`src/rtl/cfgp_pkg.sv`:
```
// Shared constants and types for the keyed configuration port controller.
// Assumes byte-wide host accesses and 8-bit index values.
package cfgp_pkg;
    localparam logic [7:0] KEY_UNLOCK = 8'h55;
    localparam logic [7:0] KEY_LOCK   = 8'hAA;
    localparam logic [7:0] IX_SELECT  = 8'h07;
    localparam logic [7:0] IX_CHIP_ID = 8'h20;
    localparam logic [7:0] IX_CHIP_RV = 8'h21;
    localparam logic [7:0] IX_ENABLE  = 8'h30;
    localparam logic [7:0] IX_PB_HI   = 8'h60;
    localparam logic [7:0] IX_PB_LO   = 8'h61;
    localparam logic [7:0] IX_SB_HI   = 8'h62;
    localparam logic [7:0] IX_SB_LO   = 8'h63;
    localparam logic [7:0] IX_IRQ_A   = 8'h70;
    localparam logic [7:0] IX_IRQ_B   = 8'h72;
    localparam logic [7:0] IX_DEC_A   = 8'hF0;
    localparam logic [7:0] IX_DEC_B   = 8'hF1;
    localparam logic [7:0] CHIP_ID    = 8'h30;
    localparam logic [7:0] CHIP_RV    = 8'h01;
    localparam logic [7:0] RD_IDLE    = 8'hFF;

    typedef enum logic {
        MODE_RUN = 1'b0,
        MODE_CFG = 1'b1
    } port_mode_e;
endpackage

```
`src/rtl/cfgp_key_fsm.sv`:
```
// Mode sequencer with index and device-selector registers.
// Handles the unlock/lock keys at offset 0 and the selector writes.
// Assumes host_wr is a single-cycle strobe.
module cfgp_key_fsm
    import cfgp_pkg::*;
(
    input  logic       clk,
    input  logic       rst_n,
    input  logic       wr,
    input  logic       addr,
    input  logic [7:0] wdata,
    output port_mode_e mode,
    output logic [7:0] index,
    output logic [7:0] dev_sel,
    output logic       data_we
);
    logic key_wr;
    logic dat_wr;

    assign key_wr  = wr && !addr;
    assign dat_wr  = wr && addr;
    assign data_we = dat_wr && (mode == MODE_CFG);

    // Mode, index and selector update on key, index and selector writes.
    always_ff @(posedge clk) begin
        if (!rst_n) begin
            mode    <= MODE_RUN;
            index   <= 8'h00;
            dev_sel <= 8'h00;
        end else if (key_wr) begin
            if (mode == MODE_RUN) begin
                if (wdata == KEY_UNLOCK) begin
                    mode    <= MODE_CFG;
                    index   <= 8'h00;
                    dev_sel <= 8'h00;
                end
            end else if (wdata == KEY_LOCK) begin
                mode <= MODE_RUN;
            end else begin
                index <= wdata;
            end
        end else if (data_we && index == IX_SELECT) begin
            dev_sel <= wdata;
        end
    end

    // the unlock key in run mode enters configuration with index and selector cleared
    a_r2_unlock: assert property (@(posedge clk) disable iff (!rst_n)
        (mode == MODE_RUN && key_wr && wdata == KEY_UNLOCK)
        |=> (mode == MODE_CFG && index == 8'h00 && dev_sel == 8'h00));

    // other offset-0 values leave run mode untouched
    a_r2_run_hold: assert property (@(posedge clk) disable iff (!rst_n)
        (mode == MODE_RUN && !(key_wr && wdata == KEY_UNLOCK))
        |=> (mode == MODE_RUN && $stable(index) && $stable(dev_sel)));

    // the lock key leaves configuration mode
    a_r3_lock: assert property (@(posedge clk) disable iff (!rst_n)
        (mode == MODE_CFG && key_wr && wdata == KEY_LOCK) |=> (mode == MODE_RUN));

    // any other offset-0 value in configuration mode becomes the index
    a_r3_index_load: assert property (@(posedge clk) disable iff (!rst_n)
        (mode == MODE_CFG && key_wr && wdata != KEY_LOCK)
        |=> (mode == MODE_CFG && index == $past(wdata)));
endmodule

```
`src/rtl/cfgp_dev_bank.sv`:
```
// Register bank of one logical device: enable, two bases, two interrupt
// selects and two decoder bytes. Answers reads only when selected.
// Assumes data_we is already qualified by configuration mode.
module cfgp_dev_bank
    import cfgp_pkg::*;
#(
    parameter int DEV_NUM = 1
) (
    input  logic        clk,
    input  logic        rst_n,
    input  logic        data_we,
    input  logic [7:0]  index,
    input  logic [7:0]  dev_sel,
    input  logic [7:0]  wdata,
    output logic        rd_hit,
    output logic [7:0]  rd_data,
    output logic        en,
    output logic [15:0] pbase,
    output logic [15:0] sbase,
    output logic [7:0]  irq_a,
    output logic [7:0]  irq_b
);
    localparam logic [7:0] MY_NUM = 8'(DEV_NUM);

    logic       sel;
    logic       bank_we;
    logic [7:0] dec_a;
    logic [7:0] dec_b;
    logic       unused_wbits;

    assign sel          = (dev_sel == MY_NUM);
    assign bank_we      = data_we && sel;
    assign unused_wbits = ^wdata[7:1];

    // Store the byte addressed by the index when this bank is selected.
    always_ff @(posedge clk) begin
        if (!rst_n) begin
            en    <= 1'b0;
            pbase <= 16'h0000;
            sbase <= 16'h0000;
            irq_a <= 8'h00;
            irq_b <= 8'h00;
            dec_a <= 8'h00;
            dec_b <= 8'h00;
        end else if (bank_we) begin
            unique case (index)
                IX_ENABLE: en           <= wdata[0];
                IX_PB_HI:  pbase[15:8]  <= wdata;
                IX_PB_LO:  pbase[7:0]   <= wdata;
                IX_SB_HI:  sbase[15:8]  <= wdata;
                IX_SB_LO:  sbase[7:0]   <= wdata;
                IX_IRQ_A:  irq_a        <= wdata;
                IX_IRQ_B:  irq_b        <= wdata;
                IX_DEC_A:  dec_a        <= wdata;
                IX_DEC_B:  dec_b        <= wdata;
                default: ;
            endcase
        end
    end

    // Read-back of the addressed byte; no hit for indices this bank lacks.
    always_comb begin
        rd_hit  = sel;
        rd_data = RD_IDLE;
        unique case (index)
            IX_ENABLE: rd_data = {7'b0, en};
            IX_PB_HI:  rd_data = pbase[15:8];
            IX_PB_LO:  rd_data = pbase[7:0];
            IX_SB_HI:  rd_data = sbase[15:8];
            IX_SB_LO:  rd_data = sbase[7:0];
            IX_IRQ_A:  rd_data = irq_a;
            IX_IRQ_B:  rd_data = irq_b;
            IX_DEC_A:  rd_data = dec_a;
            IX_DEC_B:  rd_data = dec_b;
            default:   rd_hit  = 1'b0;
        endcase
    end

    // a bank not written this cycle keeps all its settings
    a_r6_bank_hold: assert property (@(posedge clk) disable iff (!rst_n)
        !bank_we |=> $stable({en, pbase, sbase, irq_a, irq_b, dec_a, dec_b}));

    // an enable write shows on the output one edge later
    a_r6_enable_write: assert property (@(posedge clk) disable iff (!rst_n)
        (bank_we && index == IX_ENABLE) |=> (en == $past(wdata[0])));
endmodule

```
`src/rtl/cfgp_pin_bank.sv`:
```
// Pin configuration bank: one 5-bit setting per pin at consecutive indices
// from BASE_IX, reachable only when the bank's device number is selected.
// Assumes BASE_IX + NUM_PINS does not exceed 256.
module cfgp_pin_bank
    import cfgp_pkg::*;
#(
    parameter int          DEV_NUM  = 8,
    parameter int          NUM_PINS = 48,
    parameter logic [7:0]  BASE_IX  = 8'hC0
) (
    input  logic                  clk,
    input  logic                  rst_n,
    input  logic                  data_we,
    input  logic [7:0]            index,
    input  logic [7:0]            dev_sel,
    input  logic [7:0]            wdata,
    output logic                  rd_hit,
    output logic [7:0]            rd_data,
    output logic [NUM_PINS-1:0]   dir,
    output logic [NUM_PINS-1:0]   inv,
    output logic [NUM_PINS-1:0]   irq_en,
    output logic [2*NUM_PINS-1:0] func
);
    localparam logic [7:0] MY_NUM   = 8'(DEV_NUM);
    localparam int         CFG_BITS = 5;

    logic                sel;
    logic [NUM_PINS-1:0] pin_hit;
    logic [CFG_BITS-1:0] pin_cfg [NUM_PINS];
    logic                unused_wbits;

    assign sel          = (dev_sel == MY_NUM);
    assign unused_wbits = ^wdata[7:CFG_BITS];

    for (genvar p = 0; p < NUM_PINS; p++) begin : g_pin
        localparam logic [7:0] PIN_IX = BASE_IX + 8'(p);
        assign pin_hit[p] = sel && (index == PIN_IX);

        // Capture this pin's setting on a data write to its index.
        always_ff @(posedge clk) begin
            if (!rst_n)
                pin_cfg[p] <= '0;
            else if (data_we && pin_hit[p])
                pin_cfg[p] <= wdata[CFG_BITS-1:0];
        end

        assign dir[p]          = pin_cfg[p][0];
        assign inv[p]          = pin_cfg[p][1];
        assign irq_en[p]       = pin_cfg[p][2];
        assign func[2*p +: 2]  = pin_cfg[p][4:3];
    end

    // Read-back of the addressed pin's setting.
    always_comb begin
        rd_hit  = |pin_hit;
        rd_data = RD_IDLE;
        for (int p = 0; p < NUM_PINS; p++)
            if (pin_hit[p]) rd_data = {3'b000, pin_cfg[p]};
    end

    // a write to the first pin reaches its decoded fields one edge later
    a_r7_pin_fields: assert property (@(posedge clk) disable iff (!rst_n)
        (data_we && sel && index == BASE_IX)
        |=> (dir[0] == $past(wdata[0]) && inv[0] == $past(wdata[1])
             && irq_en[0] == $past(wdata[2]) && func[1:0] == $past(wdata[4:3])));

    // without a write to this bank every pin holds its setting
    a_r8_pin_hold: assert property (@(posedge clk) disable iff (!rst_n)
        !(data_we && |pin_hit) |=> ($stable(dir) && $stable(inv) && $stable(irq_en) && $stable(func)));
endmodule

```
`src/rtl/cfg_port_ctrl.sv`:
```
// Keyed indexed configuration port controller (top).
// Joins the key sequencer, the device banks chosen by DEV_MASK and the
// pin bank, and builds the read multiplexer. Outputs are indexed by device
// number; numbers without a bank drive zero.
module cfg_port_ctrl
    import cfgp_pkg::*;
#(
    parameter int                  NUM_SLOTS = 9,
    parameter logic [NUM_SLOTS-1:0] DEV_MASK = 9'h0BE,
    parameter int                  PIN_DEV   = 8,
    parameter int                  NUM_PINS  = 48,
    parameter logic [7:0]          PIN_BASE  = 8'hC0
) (
    input  logic                    clk,
    input  logic                    rst_n,
    input  logic                    host_wr,
    input  logic                    host_rd,
    input  logic                    host_addr,
    input  logic [7:0]              host_wdata,
    output logic [7:0]              host_rdata,
    output logic                    cfg_active,
    output logic [NUM_SLOTS-1:0]    dev_en,
    output logic [NUM_SLOTS*16-1:0] dev_pbase,
    output logic [NUM_SLOTS*16-1:0] dev_sbase,
    output logic [NUM_SLOTS*8-1:0]  dev_irq_a,
    output logic [NUM_SLOTS*8-1:0]  dev_irq_b,
    output logic [NUM_PINS-1:0]     pin_dir,
    output logic [NUM_PINS-1:0]     pin_inv,
    output logic [NUM_PINS-1:0]     pin_irq_en,
    output logic [2*NUM_PINS-1:0]   pin_func
);
    port_mode_e           mode;
    logic [7:0]           index;
    logic [7:0]           dev_sel;
    logic                 data_we;
    logic [NUM_SLOTS-1:0] slot_hit;
    logic [7:0]           slot_data [NUM_SLOTS];
    logic                 pin_hit;
    logic [7:0]           pin_data;

    assign cfg_active = (mode == MODE_CFG);

    cfgp_key_fsm u_keys (
        .clk     (clk),
        .rst_n   (rst_n),
        .wr      (host_wr),
        .addr    (host_addr),
        .wdata   (host_wdata),
        .mode    (mode),
        .index   (index),
        .dev_sel (dev_sel),
        .data_we (data_we)
    );

    for (genvar s = 0; s < NUM_SLOTS; s++) begin : g_slot
        if (DEV_MASK[s]) begin : g_bank
            cfgp_dev_bank #(.DEV_NUM(s)) u_bank (
                .clk     (clk),
                .rst_n   (rst_n),
                .data_we (data_we),
                .index   (index),
                .dev_sel (dev_sel),
                .wdata   (host_wdata),
                .rd_hit  (slot_hit[s]),
                .rd_data (slot_data[s]),
                .en      (dev_en[s]),
                .pbase   (dev_pbase[16*s +: 16]),
                .sbase   (dev_sbase[16*s +: 16]),
                .irq_a   (dev_irq_a[8*s +: 8]),
                .irq_b   (dev_irq_b[8*s +: 8])
            );
        end else begin : g_empty
            assign slot_hit[s]           = 1'b0;
            assign slot_data[s]          = RD_IDLE;
            assign dev_en[s]             = 1'b0;
            assign dev_pbase[16*s +: 16] = 16'h0000;
            assign dev_sbase[16*s +: 16] = 16'h0000;
            assign dev_irq_a[8*s +: 8]   = 8'h00;
            assign dev_irq_b[8*s +: 8]   = 8'h00;
        end
    end

    cfgp_pin_bank #(
        .DEV_NUM  (PIN_DEV),
        .NUM_PINS (NUM_PINS),
        .BASE_IX  (PIN_BASE)
    ) u_pins (
        .clk     (clk),
        .rst_n   (rst_n),
        .data_we (data_we),
        .index   (index),
        .dev_sel (dev_sel),
        .wdata   (host_wdata),
        .rd_hit  (pin_hit),
        .rd_data (pin_data),
        .dir     (pin_dir),
        .inv     (pin_inv),
        .irq_en  (pin_irq_en),
        .func    (pin_func)
    );

    // Read multiplexer: global indices first, then the selected bank.
    always_comb begin
        host_rdata = RD_IDLE;
        if (host_rd && host_addr && mode == MODE_CFG) begin
            if (index == IX_SELECT)       host_rdata = dev_sel;
            else if (index == IX_CHIP_ID) host_rdata = CHIP_ID;
            else if (index == IX_CHIP_RV) host_rdata = CHIP_RV;
            else if (pin_hit)             host_rdata = pin_data;
            else begin
                for (int s = 0; s < NUM_SLOTS; s++)
                    if (slot_hit[s]) host_rdata = slot_data[s];
            end
        end
    end

    // run mode hides every register from reads
    a_r9_run_reads_idle: assert property (@(posedge clk) disable iff (!rst_n)
        (host_rd && !cfg_active) |-> (host_rdata == RD_IDLE));

    // offset 0 never returns register contents
    a_r10_index_port_idle: assert property (@(posedge clk) disable iff (!rst_n)
        (host_rd && !host_addr) |-> (host_rdata == RD_IDLE));

    // the identification byte is fixed in configuration mode
    a_r5_chip_id: assert property (@(posedge clk) disable iff (!rst_n)
        (host_rd && host_addr && cfg_active && index == IX_CHIP_ID) |-> (host_rdata == CHIP_ID));

    // at most one bank claims a read
    a_r8_single_hit: assert property (@(posedge clk) disable iff (!rst_n)
        $onehot0({slot_hit, pin_hit}));
endmodule

```
`config.mk`:
```
export PLATFORM = sky130hd
export DESIGN_NAME = cfg_port_ctrl
export DESIGN_NICKNAME = d
export VERILOG_FILES = /design/src/rtl/cfgp_pkg.sv /design/src/rtl/cfgp_key_fsm.sv /design/src/rtl/cfgp_dev_bank.sv /design/src/rtl/cfgp_pin_bank.sv /design/src/rtl/cfg_port_ctrl.sv
export SDC_FILE = /design/constraint.sdc
export NUM_CORES = 2
export LEC_CHECK = 0
export BUFFER_PORTS_ARGS = -buffer_cell sky130_fd_sc_hd__buf_2
export CORE_MARGIN = 1.5
export CORE_UTILIZATION = 35
export CTS_CLUSTER_SIZE = 24
export DETAILED_ROUTE_END_ITERATION = 12
export GPL_TIMING_DRIVEN = 0
export PLACE_DENSITY = 0.68
export SETUP_SLACK_MARGIN = 0.05
export SYNTH_ARGS = -nofsm -noshare
export SYNTH_HDL_FRONTEND = slang
export SYNTH_SLANG_ARGS = --single-unit
```
`constraint.sdc`:
```
create_clock -name clk -period 4.4 [get_ports clk]
set_clock_uncertainty 0.05 [all_clocks]
set_input_delay 0.66 -clock clk [delete_from_list [all_inputs] [get_ports clk]]
set_output_delay 0.66 -clock clk [all_outputs]
set_load 0.05 [all_outputs]
```
# Yosys cells after proc, flatten, opt, wreduce, memory -nomap -nowiden
# Memory sizes are Yosys's and may differ from the RTL's.
# Index checks and enable logic that the tools add are counted.
op_classes:
  reduce_logical: 169
  eq_ne: 72
  n_mux: 273
  bitwise_logic: 48
ops:
  columns: ["op", "count"]
  rows:
  - ["$mux 8", 65]
  - ["$pmux 8 s9", 6]
  - ["$eq 8x8->1 const B", 51]
  - ["$mux 5", 48]
  - ["$mux 1", 154]
  - ["$logic_and 1x1->1", 108]
  - ["$reduce_and 2->1", 54]
  - ["$eq 8x7->1 const B", 7]
  - ["$or 1x1->1", 48]
  - ["$reduce_or 48->1", 1]
  - ["$eq 8x3->1 const B", 4]
  - ["$eq 8x6->1 const B", 3]
  - ["$eq 8x2->1 const B", 2]
  - ["$reduce_or 9->1", 1]
  - ["$eq 8x1->1 const B", 1]
  - ["$eq 8x4->1 const B", 1]
  - ["$ne 2x2->1 const B", 3]
  - ["$reduce_and 3->1", 2]
  - ["$reduce_bool 2->1", 2]
  - ["$logic_not 1->1", 1]
word_totals:
  mem_count: 1
  register_bits: 407
  output_inout_bits: 690
  input_bits: 13
  ramBits: 240
  elab_cells: 620
memory_table:
  columns: ["memory", "depth", "width", "rd", "rd_ports_with_merged_regs", "write_ports", "line", "source"]
  rows:
  - ["u_pins.pin_cfg", 48, 5, 48, 0, 48, "cfgp_pin_bank.sv:29", "logic [CFG_BITS-1:0] pin_cfg [NUM_PINS];"]

# Longest topological paths before layout
logic_depth:
  word_depth: 55
  ltp_mapped: 13
  ltp_nobuf: 8

# By module
# A second synthesis with hierarchy kept.
unflattened:
  cells_unflattened: 4020
  hier_area_um2: 35366.4
modules_own_cells:
  columns: ["module", "seq_area_each_um2", "instances", "area_each_um2", "cells_per_inst"]
  rows:
  - ["cfgp_pin_bank", 7206.9, 1, 11743.8, 1123]
  - ["cfgp_dev_bank (g_slot[1].g_bank.u_bank ...)", 1301.2, 3, 3512.1, 427]
  - ["cfgp_dev_bank (g_slot[3].g_bank.u_bank ...)", 1301.2, 2, 3364.5, 420]
  - ["cfgp_dev_bank (g_slot[7].g_bank.u_bank)", 1301.2, 1, 3674.8, 438]
  - ["cfg_port_ctrl", 0.0, 1, 1806.7, 250]
  - ["cfgp_key_fsm", 340.3, 1, 875.8, 88]

# Worst setup path before layout
# Ideal clock, no wire load.
synth_path:
  kind: "reg2out"
  startpoint: "register u_keys.index[3]"
  endpoint: "output host_rdata[5]"
  arrival_time_ns: 3.392
  slack_ns: 0.298
  path_stages_with_launch: 12
  path_cell_list: "dfxtp_1 buf_4 buf_2 or4b_1 clkbuf_1 nor2_2 buf_2 a222oi_1 and4_1 nor3_1 a21oi_1 o31ai_1"
synth_via:
  elab_chain_len: 55
  elab_cells_between_ends: 181
  cone_classes: "eq/ne (60); mux (71); reduce/logical (50)"
synth_rtl:
  columns: ["element", "line", "source"]
  rows:
  - ["start, declared", "cfgp_key_fsm.sv:13", "output logic [7:0] index,"]
  - ["start signal, assigned", "cfgp_key_fsm.sv:40", "index <= wdata;"]
  - ["$eq 8x8->1", "cfgp_pin_bank.sv:37", "assign pin_hit[p] = sel && (index == PIN_IX);"]
  - ["$logic_and 1x1->1", "cfgp_pin_bank.sv:37", null]
  - ["$mux 8 (48 in a row)", "cfgp_pin_bank.sv:58", "if (pin_hit[p]) rd_data = {3'b000, pin_cfg[p]};"]
  - ["$mux 8", "cfg_port_ctrl.sv:109", "else if (pin_hit) host_rdata = pin_data;"]
  - ["$mux 8", "cfg_port_ctrl.sv:108", "else if (index == IX_CHIP_RV) host_rdata = CHIP_RV;"]
  - ["$mux 8", "cfg_port_ctrl.sv:107", "else if (index == IX_CHIP_ID) host_rdata = CHIP_ID;"]
  - ["$mux 8 (*)", "cfg_port_ctrl.sv:106", "if (index == IX_SELECT) host_rdata = dev_sel;"]
  - ["$mux 8 (*)", "cfg_port_ctrl.sv:105", "if (host_rd && host_addr && mode == MODE_CFG) begin"]
  - ["end, declared", "cfg_port_ctrl.sv:20", "output logic [7:0] host_rdata,"]
# Mark *: on every way between the ends. The rest lies on a longest branch, timed or not.

# Worst setup path in the final report
layout_path:
  startpoint: "register u_keys.index[3]"
  endpoint: "output host_rdata[3]"
# Same word-level chain as after synthesis.

==> flow_summary_export.csv <==
group,metric,value,unit
run_status,outcome,"finished, violations left",
run_status,violations,"negative setup slack",
power_and_ir_drop,power_frac_seq,45.9,%
drt,drtAntennaViolNets,0,
flow_run,max-cap-violations,0,
placed_design,dpl_cell_area,36800,µm²
clock_network,clock_latency,660,ps
power_and_ir_drop,p_sw,3.92,mW
timing,fin_crit_sh,105,%
synth,synth_top_area_cell,"dfxtp_1",
timing,fmax,217,MHz
setup_path,startpoint_type,"register",
synth,syn_area,32000,µm²
floorplan,coreArea,90300,µm²
grt,track_usage,37.8,%
synth,synth.distinct_cells,92,
final_layout,multiInputGateArea,16000,µm²
synth,yosysMostFrequentCell,"nand2_1",
timing,setup_slack,-199,ps
power_and_ir_drop,p_leak,15.4,nW
final_layout,seqCellArea,15400,µm²
final_layout,nets,4566,
drt,avgViaCountPerCell,6.09,
setup_path,path_max_fanout,10,
synth,yosys_warnings,0,
drt,post_drt_wl_per_cell,31.8,µm
drt,drtPass1Iterations,7,
placed_design,post-place-ws,-1810,ps
floorplan,io_pins,703,
clock_network,clkTransAtPathRegs,60,ps
synth,async_flop_share,0,%
power_and_ir_drop,clock_power_share,44.9,%
setup_path,critPathCaptureType,"output pin",
clock_network,hold_buffers,0,
setup_path,crit_type,"register to output pin",
final_layout,num-fill-cells,8815,
synth,seq_area_frac_synth,47.9,%
synth,synthCells,3668,
setup_path,worstPathRequired,3690,ps
timing,drv_slew,0,
clock_network,cts_root_buffer,"clkbuf_16",
synth,synth_common_cells,"nand2_1, dfxtp_1, a21boi_0",
clock_network,htreeDepth,3,
clock_network,cts.sinks,647,
grt,grt_pass1_vias,32100,
drt,route.vias.total,35300,
grt,grt_max_degree,14,
synth,synth-edff-count,240,
final_layout,final_cell_area,42300,µm²
placed_design,gp_congestion,1.08,
synth,synthTopCellsByArea,"dfxtp_1, edfxtp_1, nand2_1",
power_and_ir_drop,intPower,10.1,mW
placed_design,numPortBuffers,550,
grt,grt_pass1_wl,250,mm
timing,rsz0062_at_grt,"yes",
synth,synth_top_cell_area_share,25.4,%
clock_network,cts_buffers,73,
clock_network,clock_path_buffers,3,
final_layout,fin_util,46.8,%
final_layout,area_delta_synth_final,32.0,%
floorplan,die_w,305,µm
clock_network,cts_tree,"built",
power_and_ir_drop,power,14.1,mW
drt,drt-initial-drc-count,5345,
power_and_ir_drop,p_comb_share,9.2,%
power_and_ir_drop,p_sw_share,27.9,%
floorplan,rows,110,
setup_path,arrival,3890,ps
synth,ys.flop_type,"dfxtp_1",
floorplan,die_h,305,µm
timing,period_minus_slack,4600,ps
placed_design,hpwl,137,mm
timing,setup_viol,5,
timing,worst_slew_margin_rel,6.26,%
timing,worst_pin_slew,1410,ps
power_and_ir_drop,p_per_area,333,nW/µm²
floorplan,initial_core_util,35.5,%
grt,grt_overflow,0,
synth,avgSynthCellArea,8.73,µm²
synth,ys_seq_elements,647,
min_path,hold_path_class,"register to register",
timing,hold_viol,0,
drt,drt-total-wl,184,mm
final_layout,layout-drive-gt1-share,27.7,%
grt,antenna_found_initial,4,
floorplan,die_area,93300,µm²
power_and_ir_drop,ir_worst_vdd,268,µV
drt,drc,0,
registers in the layout (all words and copies together) (netlist names):
name / cells
u_keys.index: 8
u_keys.dev_sel: 8
g_slot.g_bank.u_bank.dec_a: 48
g_slot.g_bank.u_bank.sbase: 96
g_slot.g_bank.u_bank.irq_a: 48
u_pins.pin_cfg: 240
g_slot.g_bank.u_bank.pbase: 96
g_slot.g_bank.u_bank.en: 6
u_keys.mode: 1
g_slot.g_bank.u_bank.irq_b: 48
g_slot.g_bank.u_bank.dec_b: 48
routing by layer:
metal | track usage (%) | vias to the layer above | wire length [µm]
li1 | - | 14500 | -
met1 | 43.9 | 16700 | 61700
met2 | 59.7 | 3199 | 81800
met3 | 12.6 | 814 | 26100
met4 | 24.1 | 4 | 14900
met5 | 0 | - | 61
through the flow:
step / TNS [ps] / cells / hold slack (ps)
after floorplan: 0 / 3814 / 380
after global placement: -307180 / 5540 / 392
after detailed placement: -105130 / 5542 / 397
after CTS: -261 / 5772 / 405
after global routing: -524 / 5788 / 432
final: -691 / 5793 / 408
power groups by stage:
| stage | logic (mW) | clock network, mW | registers [mW] |
|---|---|---|---|
| global placement | 1.26 | 0 | 6.58 |
| CTS | 1.27 | 6.28 | 6.45 |
| finish | 1.29 | 6.31 | 6.46 |
| floorplan | 0.563 | 0 | 6.91 |
| detailed placement | 1.27 | 0 | 6.58 |
| global route | 1.31 | 6.49 | 6.45 |
area by class of cell:
cell class	count	area share, %
Antenna cell	6	0.0355
Buffer	418	7.25
Clock buffer	104	4.91
Clock inverter	29	0.838
Inverter	7	0.0710
Multi-Input combinational cell	2734	37.9
Sequential cell	647	36.4
Tap cell	1176	3.48
Timing Repair Buffer	672	9.17
logic make-up after synthesis:
| group | synth area share, % |
|---|---|
| buffers and inverters | 7.33 |
| DFF | 47.9 |
| muxes | 1.14 |
| xor gates and xnor gates | 0.0274 |
| and+or+nand+nor | 22.6 |
| AOI/OAI and AO/OA | 21.0 |
| other | 0.0117 |
path summary, 6_finish.rpt:
check | from | to | slack [ps] | depth (start not counted)
setup / recovery | u_keys.index[3] | host_rdata[3] | -200 | 14
hold / removal | g_slot[7].g_bank.u_bank.dec_a[7] | g_slot[7].g_bank.u_bank.dec_a[7] | 410 | 2
setup reg to reg | u_keys.mode | u_pins.pin_cfg[1][49] | 380 | 8
hold reg to reg | g_slot[7].g_bank.u_bank.dec_a[7] | g_slot[7].g_bank.u_bank.dec_a[7] | 410 | 2
layout by cell type (no fill, tap or decap), types with 24 or more instances in the layout:
cell / instances
nand4_1: 55
a22o_1: 32
edfxtp_1: 240
buf_2: 552
clkbuf_1: 154
nand3_1: 64
mux2i_1: 24
conb_1: 147
nand2_1: 929
buf_6: 46
o21ai_0: 90
buf_4: 283
dfxtp_1: 398
a21boi_1: 67
nor2_1: 307
a21oi_1: 62
clkbuf_16: 78
and3_1: 24
and2_1: 24
a21boi_0: 328
a22oi_1: 103
repair_timing:
| action | CTS | global route |
|---|---|---|
| buffers inserted | 102 | 17 |
| endpoints found under the setup margin | 272 | 8 |
| gates cloned | 2 | 0 |
| resized for setup | 448 | 80 |
| pin swaps | 80 | 55 |
critical path, cell delays in order, from the launching register on:
cell	delay [ps]
dfxtp_2	340
buf_6	150
or4_4	550
buf_8	160
nor2_4	140
buf_6	140
buf_12	110
clkbuf_16	180
o2bb2ai_1	210
a221oi_2	90
nand3_1	220
a31oi_4	170
o31ai_4	290
o21a_1	260
buf_6	190
No activity file was read; power rests on OpenSTA's default activity.
